## src/rtl/sclk_pkg.sv

```systemverilog
package sclk_pkg;

    typedef enum logic [1:0] {
        ST_IDLE = 2'd0,
        ST_LOW  = 2'd1,
        ST_HIGH = 2'd2
    } sck_state_e;

endpackage

```

## src/rtl/sclk_phase_split.sv

```systemverilog
// Splits a division ratio (reload + 1) into LOW and HIGH phase lengths,
// returned as terminal counts (length - 1).
module sclk_phase_split #(
    parameter int RW = 15
) (
    input  logic [RW-1:0] reload_val,
    input  logic          invert_val,
    output logic [RW-1:0] lo_last,
    output logic [RW-1:0] hi_last
);
    localparam logic [RW-1:0] ONE = RW'(1);

    logic [RW:0]   ratio;
    logic [RW-1:0] half;
    logic          odd;
    logic [RW-1:0] lo_len;
    logic [RW-1:0] hi_len;

    always_comb begin
        ratio  = {1'b0, reload_val} + {{RW{1'b0}}, 1'b1};
        half   = ratio[RW:1];
        odd    = ratio[0];
        lo_len = half + {{(RW-1){1'b0}}, (odd & invert_val)};
        hi_len = half + {{(RW-1){1'b0}}, (odd & ~invert_val)};
        lo_last = lo_len - ONE;
        hi_last = hi_len - ONE;
    end

endmodule

```

## src/rtl/sclk_chan.sv

```systemverilog
// One divider channel: IDLE / LOW / HIGH state machine with edge strobes.
module sclk_chan
    import sclk_pkg::*;
#(
    parameter int RW = 15
) (
    input  logic          clk,
    input  logic          rst_n,
    input  logic          en,
    input  logic [RW-1:0] reload_in,
    input  logic          invert_in,
    output logic          sck_o,
    output logic          rise_o,
    output logic          fall_o
);
    localparam logic [RW-1:0] ONE  = RW'(1);
    localparam logic [RW-1:0] ZERO = '0;
    localparam int            CW   = RW + 2;

    sck_state_e    st_q, st_d;
    logic [RW-1:0] cnt_q, cnt_d;
    logic [RW-1:0] cur_rl_q;
    logic          cur_inv_q;
    logic          ld;
    logic [RW-1:0] lo_last, hi_last;
    logic          sck_q, rise_q, fall_q;

    // Phase lengths of the period in progress (captured settings)
    sclk_phase_split #(.RW(RW)) u_split (
        .reload_val (cur_rl_q),
        .invert_val (cur_inv_q),
        .lo_last    (lo_last),
        .hi_last    (hi_last)
    );

    // Next-state logic
    always_comb begin
        st_d  = st_q;
        cnt_d = cnt_q;
        ld    = 1'b0;
        unique case (st_q)
            ST_IDLE: begin
                cnt_d = ZERO;
                if (en && (reload_in != ZERO)) begin
                    st_d = ST_LOW;          // start
                    ld   = 1'b1;
                end
            end
            ST_LOW: begin
                if (!en) begin
                    st_d  = ST_IDLE;        // abort
                    cnt_d = ZERO;
                end else if (cnt_q == lo_last) begin
                    st_d  = ST_HIGH;        // mid
                    cnt_d = ZERO;
                end else begin
                    cnt_d = cnt_q + ONE;
                end
            end
            ST_HIGH: begin
                if (!en) begin
                    st_d  = ST_IDLE;        // abort
                    cnt_d = ZERO;
                end else if (cnt_q == hi_last) begin
                    cnt_d = ZERO;
                    if (reload_in == ZERO) begin
                        st_d = ST_IDLE;     // stop
                    end else begin
                        st_d = ST_LOW;      // wrap
                        ld   = 1'b1;
                    end
                end else begin
                    cnt_d = cnt_q + ONE;
                end
            end
            default: begin
                st_d  = ST_IDLE;
                cnt_d = ZERO;
            end
        endcase
    end

    // State register
    always_ff @(posedge clk or negedge rst_n) begin
        if (!rst_n) begin
            st_q      <= ST_IDLE;
            cnt_q     <= ZERO;
            cur_rl_q  <= ZERO;
            cur_inv_q <= 1'b0;
        end else begin
            st_q  <= st_d;
            cnt_q <= cnt_d;
            if (ld) begin
                cur_rl_q  <= reload_in;
                cur_inv_q <= invert_in;
            end
        end
    end

    // Output register
    always_ff @(posedge clk or negedge rst_n) begin
        if (!rst_n) begin
            sck_q  <= 1'b1;
            rise_q <= 1'b0;
            fall_q <= 1'b0;
        end else begin
            sck_q  <= (st_d != ST_LOW);
            rise_q <= (st_q == ST_LOW) && (st_d != ST_LOW);
            fall_q <= (st_q != ST_LOW) && (st_d == ST_LOW);
        end
    end

    assign sck_o  = sck_q;
    assign rise_o = rise_q;
    assign fall_o = fall_q;

    // ---------------- checker state and assertions ----------------
    logic [CW-1:0] chk_len, chk_low, chk_ratio;
    logic          chk_inv, chk_valid;

    always_ff @(posedge clk or negedge rst_n) begin
        if (!rst_n) begin
            chk_len   <= '0;
            chk_low   <= '0;
            chk_ratio <= '0;
            chk_inv   <= 1'b0;
            chk_valid <= 1'b0;
        end else begin
            if (fall_q) begin
                chk_len   <= CW'(1);
                chk_low   <= CW'(1);
                chk_ratio <= {2'b00, cur_rl_q} + CW'(1);
                chk_inv   <= cur_inv_q;
                chk_valid <= 1'b1;
            end else begin
                chk_len <= chk_len + CW'(1);
                if (!sck_q) chk_low <= chk_low + CW'(1);
                if (st_q == ST_IDLE) chk_valid <= 1'b0;
            end
        end
    end

    assert_period_R1: assert property (@(posedge clk) disable iff (!rst_n)
        (fall_q && chk_valid) |-> (chk_len == chk_ratio));

    assert_equal_halves_R3: assert property (@(posedge clk) disable iff (!rst_n)
        (fall_q && chk_valid && !chk_ratio[0]) |-> ((chk_low << 1) == chk_ratio));

    assert_high_longer_R4: assert property (@(posedge clk) disable iff (!rst_n)
        (fall_q && chk_valid && chk_ratio[0] && !chk_inv) |-> (((chk_low << 1) + CW'(1)) == chk_ratio));

    assert_low_longer_R5: assert property (@(posedge clk) disable iff (!rst_n)
        (fall_q && chk_valid && chk_ratio[0] && chk_inv) |-> ((chk_low << 1) == (chk_ratio + CW'(1))));

    assert_zero_no_start_R2: assert property (@(posedge clk) disable iff (!rst_n)
        (st_q == ST_IDLE && reload_in == ZERO) |=> (sck_q && !fall_q));

    assert_idle_when_off_R7: assert property (@(posedge clk) disable iff (!rst_n)
        !en |=> (sck_q && !fall_q));

    assert_strobe_excl_R9: assert property (@(posedge clk) disable iff (!rst_n)
        $onehot0({rise_q, fall_q}));

    assert_fall_marks_edge_R9: assert property (@(posedge clk) disable iff (!rst_n)
        fall_q |-> (!sck_q && $past(sck_q)));

    assert_rise_marks_edge_R9: assert property (@(posedge clk) disable iff (!rst_n)
        rise_q |-> (sck_q && !$past(sck_q)));

    assert_start_latency_R10: assert property (@(posedge clk) disable iff (!rst_n)
        (st_q == ST_IDLE && en && reload_in != ZERO) |=> fall_q);

endmodule

```

## src/rtl/sclk_reload_gen.sv

```systemverilog
module sclk_reload_gen #(
    parameter int RW = 15
) (
    input  logic          clk,
    input  logic          rst_n,
    input  logic          enable,
    input  logic [RW-1:0] reload,
    input  logic          invert,
    output logic          tx_sck,
    output logic          tx_rise,
    output logic          tx_fall,
    output logic          rx_sck,
    output logic          rx_rise,
    output logic          rx_fall
);
    localparam int NCH = 2;   // index 0: transmit, index 1: receive

    logic [NCH-1:0] sck_v, rise_v, fall_v;

    for (genvar g = 0; g < NCH; g++) begin : g_chan
        sclk_chan #(.RW(RW)) u_chan (
            .clk       (clk),
            .rst_n     (rst_n),
            .en        (enable),
            .reload_in (reload),
            .invert_in (invert),
            .sck_o     (sck_v[g]),
            .rise_o    (rise_v[g]),
            .fall_o    (fall_v[g])
        );
    end

    assign tx_sck  = sck_v[0];
    assign tx_rise = rise_v[0];
    assign tx_fall = fall_v[0];
    assign rx_sck  = sck_v[1];
    assign rx_rise = rise_v[1];
    assign rx_fall = fall_v[1];

    assert_chan_match_R6: assert property (@(posedge clk) disable iff (!rst_n)
        (tx_sck == rx_sck) && (tx_rise == rx_rise) && (tx_fall == rx_fall));

endmodule

```

## config.mk

```make
export PLATFORM = sky130hd
export DESIGN_NAME = sclk_reload_gen
export DESIGN_NICKNAME = d
export VERILOG_FILES = /design/src/rtl/sclk_pkg.sv /design/src/rtl/sclk_phase_split.sv /design/src/rtl/sclk_chan.sv /design/src/rtl/sclk_reload_gen.sv
export SDC_FILE = /design/constraint.sdc
export NUM_CORES = 1
export LEC_CHECK = 0
export ABC_AREA = 0
export BUFFER_PORTS_ARGS = -buffer_cell sky130_fd_sc_hd__buf_4
export CAP_MARGIN = 15
export CORE_UTILIZATION = 57
export DETAILED_ROUTE_END_ITERATION = 12
export PLACE_DENSITY = 0.77
export SETUP_SLACK_MARGIN = 0.5
export SLEW_MARGIN = 10
export SYNTH_ARGS = -nofsm -noshare
export SYNTH_HDL_FRONTEND = slang
export SYNTH_HIERARCHICAL = 1
export SYNTH_SLANG_ARGS = --single-unit
```

## constraint.sdc

```tcl
create_clock -name clk -period 3.41 [get_ports clk]
set_input_delay 0.682 -clock clk [delete_from_list [all_inputs] [get_ports clk]]
set_output_delay 0.682 -clock clk [all_outputs]
set_load 0.05 [all_outputs]
```

After elaboration in Yosys (flattened, before gate mapping)
Index checks and enable logic that the tools add are counted.

word-level totals
  flip-flop bits (word level) = 72
  bits of input ports = 19
  output and inout bits = 6
  word-level logic and storage cells = 86

cells by class
  $add $sub $neg = 12
  equality and inequality tests = 14
  multiplexer cells = 31
  bitwise gates (word level) = 6
  reduce and logical (&&, ||, !) cells = 9

operators with widths
  kind                                                                      number
  15-bit 2-to-1 mux                                                         8
  15-bit by 1-bit adder with 15-bit output                                  4
  15-bit equality test                                                      4
  15-bit case mux with 2 select lines                                       2
  15-bit by 1-bit subtractor with 15-bit output (second input constant)     4
  15-bit by 1-bit adder with 16-bit output (second input constant)          2
  15-bit by 1-bit adder with 15-bit output (second input constant)          2
  2-bit 2-to-1 mux                                                          10
  15-bit zero test                                                          1
  15-bit nonzero test                                                       1
  2-bit case mux with 3 select lines                                        2
  2-bit by 1-bit equality test with 1-bit output (second input constant)    4
  2-bit by 1-bit inequality test with 1-bit output (second input constant)  4
  1-bit 2-to-1 mux                                                          7
  1-bit logical AND                                                         5
  1-bit bitwise AND                                                         4
  2-bit equality test (second input constant)                               2
  2-bit zero test                                                           2
  1-bit case mux with 2 select lines                                        2
  1-bit NOT                                                                 2

Logic depth before layout (Yosys ltp)
  depth after elaboration = 10
  mapped depth = 15

By module
The synthesis kept the hierarchy.

by module, submodules not included
  module            instances  cells an instance  area each (um^2)  seq. area each (um^2)
  sclk_chan         2          177                1995.7            902.1
  sclk_phase_split  2          153                1152.4            0.0

Worst setup path before layout
OpenSTA, ideal clock, no wires.

  path type = register to register
  from = register g_chan[0].u_chan.cur_rl_q[1]
  to = register g_chan[0].u_chan.sck_q
  setup time = 0.088 ns
  arrival time = 3.295 ns
  data required time = 3.322 ns
  path slack = 0.027 ns
  stages on the path, launching flop included = 15
  period minus slack after synthesis = 3.383 ns
  cell sequence = dfrtp_1 > ha_1 > buf_4 > nand2_1 > nand4_1 > mux2_4 > o21a_4 > nor4b_4 > xnor2_1 > xor2_1 > nor4_2 > and4_4 > a31oi_4 > a21boi_4 > or3_1

between the ends
  cells in the longest elaborated chain, start to end = 8

RTL lines
  element                                           RTL line                source
  start, declared                                   sclk_chan.sv:22         logic [RW-1:0] cur_rl_q;
  start signal, assigned                            sclk_chan.sv:94         cur_rl_q <= reload_in;
  15-bit by 1-bit adder with 16-bit output          sclk_phase_split.sv:20  ratio = {1'b0, reload_val} + {{RW{1'b0}}, 1'b1};
  15-bit by 1-bit adder with 15-bit output          sclk_phase_split.sv:24  hi_len = half + {{(RW-1){1'b0}}, (odd & ~invert_val)};
  15-bit by 1-bit subtractor with 15-bit output     sclk_phase_split.sv:26  hi_last = hi_len - ONE;
  named net g_chan[0].u_chan.hi_last[14]            sclk_chan.sv:25         logic [RW-1:0] lo_last, hi_last;
  15-bit equality test                              sclk_chan.sv:64         end else if (cnt_q == hi_last) begin
  2-bit 2-to-1 mux                                  sclk_chan.sv:64
  2-bit 2-to-1 mux                                  sclk_chan.sv:61         if (!en) begin
  2-bit case mux with 3 select lines                sclk_chan.sv:41         unique case (st_q)
  2-bit by 1-bit inequality test with 1-bit output  sclk_chan.sv:107        sck_q <= (st_d != ST_LOW);
  end signal, assigned                              sclk_chan.sv:107
  end, declared                                     sclk_chan.sv:26         logic sck_q, rise_q, fall_q;

The timed path passes the listed nets, and every way through them passes these cells.
A chain may end at the register's enable or synchronous reset.

Worst setup path in the final report
  from = register g_chan[0].u_chan.cur_rl_q[0]
  to = register g_chan[0].u_chan.cur_rl_q[6]

between the ends
  cells in the longest elaborated chain, start to end = 8

RTL lines
  element                                          RTL line
  15-bit by 1-bit adder with 16-bit output *       sclk_phase_split.sv:20
  1-bit bitwise AND                                sclk_phase_split.sv:24
  15-bit by 1-bit adder with 15-bit output *       sclk_phase_split.sv:24
  15-bit by 1-bit subtractor with 15-bit output *  sclk_phase_split.sv:26
  named net g_chan[0].u_chan.hi_last[14]           sclk_chan.sv:25
  15-bit equality test *                           sclk_chan.sv:64
  1-bit 2-to-1 mux *                               sclk_chan.sv:64
  1-bit 2-to-1 mux *                               sclk_chan.sv:61
  1-bit case mux with 2 select lines *             sclk_chan.sv:41

The timed path passes the listed nets; every way through them passes the cells marked *.

==> flow_metrics.tcl <==
set metrics [dict create \
    route.vias.total 5940 \
    rsz0062_at_grt "yes" \
    hpwlAfterDp_um 11000 \
    cp-end-kind "flip-flop" \
    peakVddDrop_uv 751 \
    path_clk_slew_ns 0.09 \
    die_w_um 107 \
    status "finished with violations" \
    slew_violations 0 \
    tightest_slew_ns 0.916 \
    grt_max_degree 73 \
    slew_headroom_pct 38.9 \
    diodes 0 \
    max_freq_mhz 277 \
    synth_top_area_share_pct 27.8 \
    fin_skew_ns 0.0106 \
    portBuffers 24 \
    powerDensity_mw_per_mm2 948 \
    crit_type "reg2reg" \
    yosys_warnings 6 \
    track_usage_pct 28.6 \
    ys_seq_elements 72 \
    dpl_cell_area_mm2 0.00676 \
    via_per_inst 6.59 \
    drt_first_pass_iters 7 \
    synth.yosys.seq_area_share_pct 28.7 \
    start_util_pct 58.3 \
    synth_cell_types 54 \
    hold_violations 0 \
    synth_area_leaders "dfrtp_1 28%, xnor2_1 13%, xor2_1 8.9%, mux2_2 4.7%, ha_1 4.0%" \
    synthesis.nets 699 \
    finalWorstPathRequiredPeriod_ns 3.61 \
    synth_top_cell_by_area "dfrtp_1" \
    grt_pass1_vias 5102 \
    cts_made_buffers 9 \
    post-route-period-util_pct 106 \
    setup_tns_ns -4.43 \
    synth_edf_count 0 \
    num_rows 38 \
    clockBufferDepth 2 \
    p_leak_nw 3.24 \
    fin_area_mm2 0.00802 \
    drt-total-wl_um 19300 \
    post_drt_wl_per_cell_um 21.4 \
    grt_pass1_wl_um 25600 \
    area_growth_pct 27.3 \
    cts_hold_buf 0 \
    cts_tree "built" \
    ioPinCount 25 \
    finalHoldWorstSlack_ns 0.449 \
    hold_class "in2async" \
    drt-initial-drc-count 563 \
    p_total_w 0.00760 \
    startpoint_type "flip-flop" \
    synthArstFlopShare_pct 100 \
    dieArea_mm2 0.0115 \
    instances_no_fill 901 \
    dp.cells 827 \
    core-area_mm2 0.0108 \
    h-tree-depth 3 \
    drc_errors 0 \
    maxCapViolations 0 \
    ant_nets 0 \
    die_y_um 107 \
    worstPathMaxFanout 8 \
    syn_inst 660 \
    synth_area_per_cell_um2 9.54 \
    gp_congestion 0.874 \
    grt_overflow 0 \
    clk_latency_ns 0.36 \
    synth_area_mm2 0.00630 \
    ys.flop_type "dfrtp_1" \
    cts-root-buf "clkbuf_8" \
    violations "negative setup slack" \
    antenna_found_initial 0 \
    crit_arrival_ns 3.85 \
    worstPathRequired_ns 3.65 \
    nNetsFinal 795 \
    drive_gt1_share_pct 38.2 \
    clock-sinks 72 \
    finalSetupViolCount 61 \
    layout_setup_ws_ns -0.199 \
]
[synth_stat cells (14+ instances only)]
library cell / count
ha_1: 20
and3_1: 24
xor2_1: 64
nand4_1: 18
nor2_1: 62
nor4_1: 14
mux2_2: 26
nand2_1: 22
dfrtp_1: 70
nand3_1: 36
inv_1: 24
xnor2_1: 96
[critical path, cell delays in order (launching register included)]
cell,delay (ns)
dfrtp_2,0.46
buf_4,0.20
nand4_4,0.19
nand4_1,0.26
o211ai_2,0.32
nand3_4,0.15
nor4b_4,0.30
xnor2_1,0.17
xor2_1,0.12
nor4_2,0.32
and4_4,0.32
a31oi_4,0.14
buf_12,0.18
mux2_1,0.34
[cell usage in the layout, fill, tap and decap left out, types with 11 or more instances in the layout]
cell type / n
and3_1: 21
buf_4: 101
clkbuf_8: 11
dfrtp_1: 57
dfrtp_2: 13
ha_1: 12
inv_1: 24
mux2_2: 25
nand2_1: 16
nand3_1: 33
nand4_1: 18
nor2_1: 52
nor3_1: 11
nor4_2: 11
xnor2_1: 90
xor2_1: 63
[per-stage QoR]
stage | setup slack (ns) | util [%]
after floorplan | 0.273 | -
after global placement | 0.115 | 62.7
after detailed placement | 0.00599 | 62.7
after CTS | 0.111 | 69.2
after global routing | -0.289 | 74.3
final | -0.199 | 74.3
[what timing repair did]
action | CTS | global route
endpoints found under the setup margin | 72 | 72
setup buffers | 30 | 25
hold endpoints to repair | 0 | 0
cloned | 2 | 1
pin swaps | 38 | 49
gates resized for setup | 61 | 57
[area by class of cell]
cell class / instances / area (um2)
inverter: 24 / 90.1
sequential: 72 / 1820
tap: 140 / 175
fill: 613 / 2780
clock inverter: 3 / 17.5
multi-input combinational: 534 / 4770
timing repair buffer: 115 / 985
clock buffer: 13 / 159
[per-layer routing]
metal / routed length, um / GRT usage (%)
met1: 7540 / 38.7
met2: 9110 / 46.4
met3: 1640 / 5.35
met4: 958 / 9.00
met5: 0 / 0
[cell families after synthesis]
logic type	after synthesis	share of synthesized area (%)
compound gates	64	8.62
xor+xnor	160	22.3
fa+ha+maj	20	3.97
buf+inv	54	5.21
flops	72	28.7
mux	42	7.47
simple gates	248	23.8
[final timing paths]
kind | start | to | slack, ns | cells after the start
setup reg to reg | g_chan[0].u_chan/cur_rl_q[0] | g_chan[0].u_chan/cur_rl_q[6] | -0.20 | 13
hold reg to reg | g_chan[1].u_chan/cur_rl_q[9] | g_chan[1].u_chan/cur_rl_q[9] | 0.55 | 1
max in group asynchronous | rst_n | g_chan[1].u_chan/cur_rl_q[3] | 2.30 | 1
setup / recovery | g_chan[0].u_chan/cur_rl_q[0] | g_chan[0].u_chan/cur_rl_q[6] | -0.20 | 13
hold / removal | rst_n | g_chan[0].u_chan/cnt_q[6] | 0.45 | 1
min in group clk | g_chan[1].u_chan/cur_rl_q[9] | g_chan[1].u_chan/cur_rl_q[9] | 0.55 | 1
[flip-flops by register name, summed over array words and instances (netlist names)]
name and cells:
g_chan.u_chan/st_q 4, g_chan.u_chan/cur_inv_q 2, g_chan.u_chan/sck_o 2, g_chan.u_chan/cnt_q 30, g_chan.u_chan/fall_o 2, g_chan.u_chan/cur_rl_q 30
g_chan.u_chan/rise_o 2
[power by group]
part	leakage (nW)	switching, W	total (W)	internal, W
Combinational	2.24	0.00294	0.00541	0.00247
Clock	0.0894	0.000339	0.000642	0.000302
Sequential	0.903	0.000427	0.00155	0.00112
Note: power is estimated with default switching activity, not from simulation.
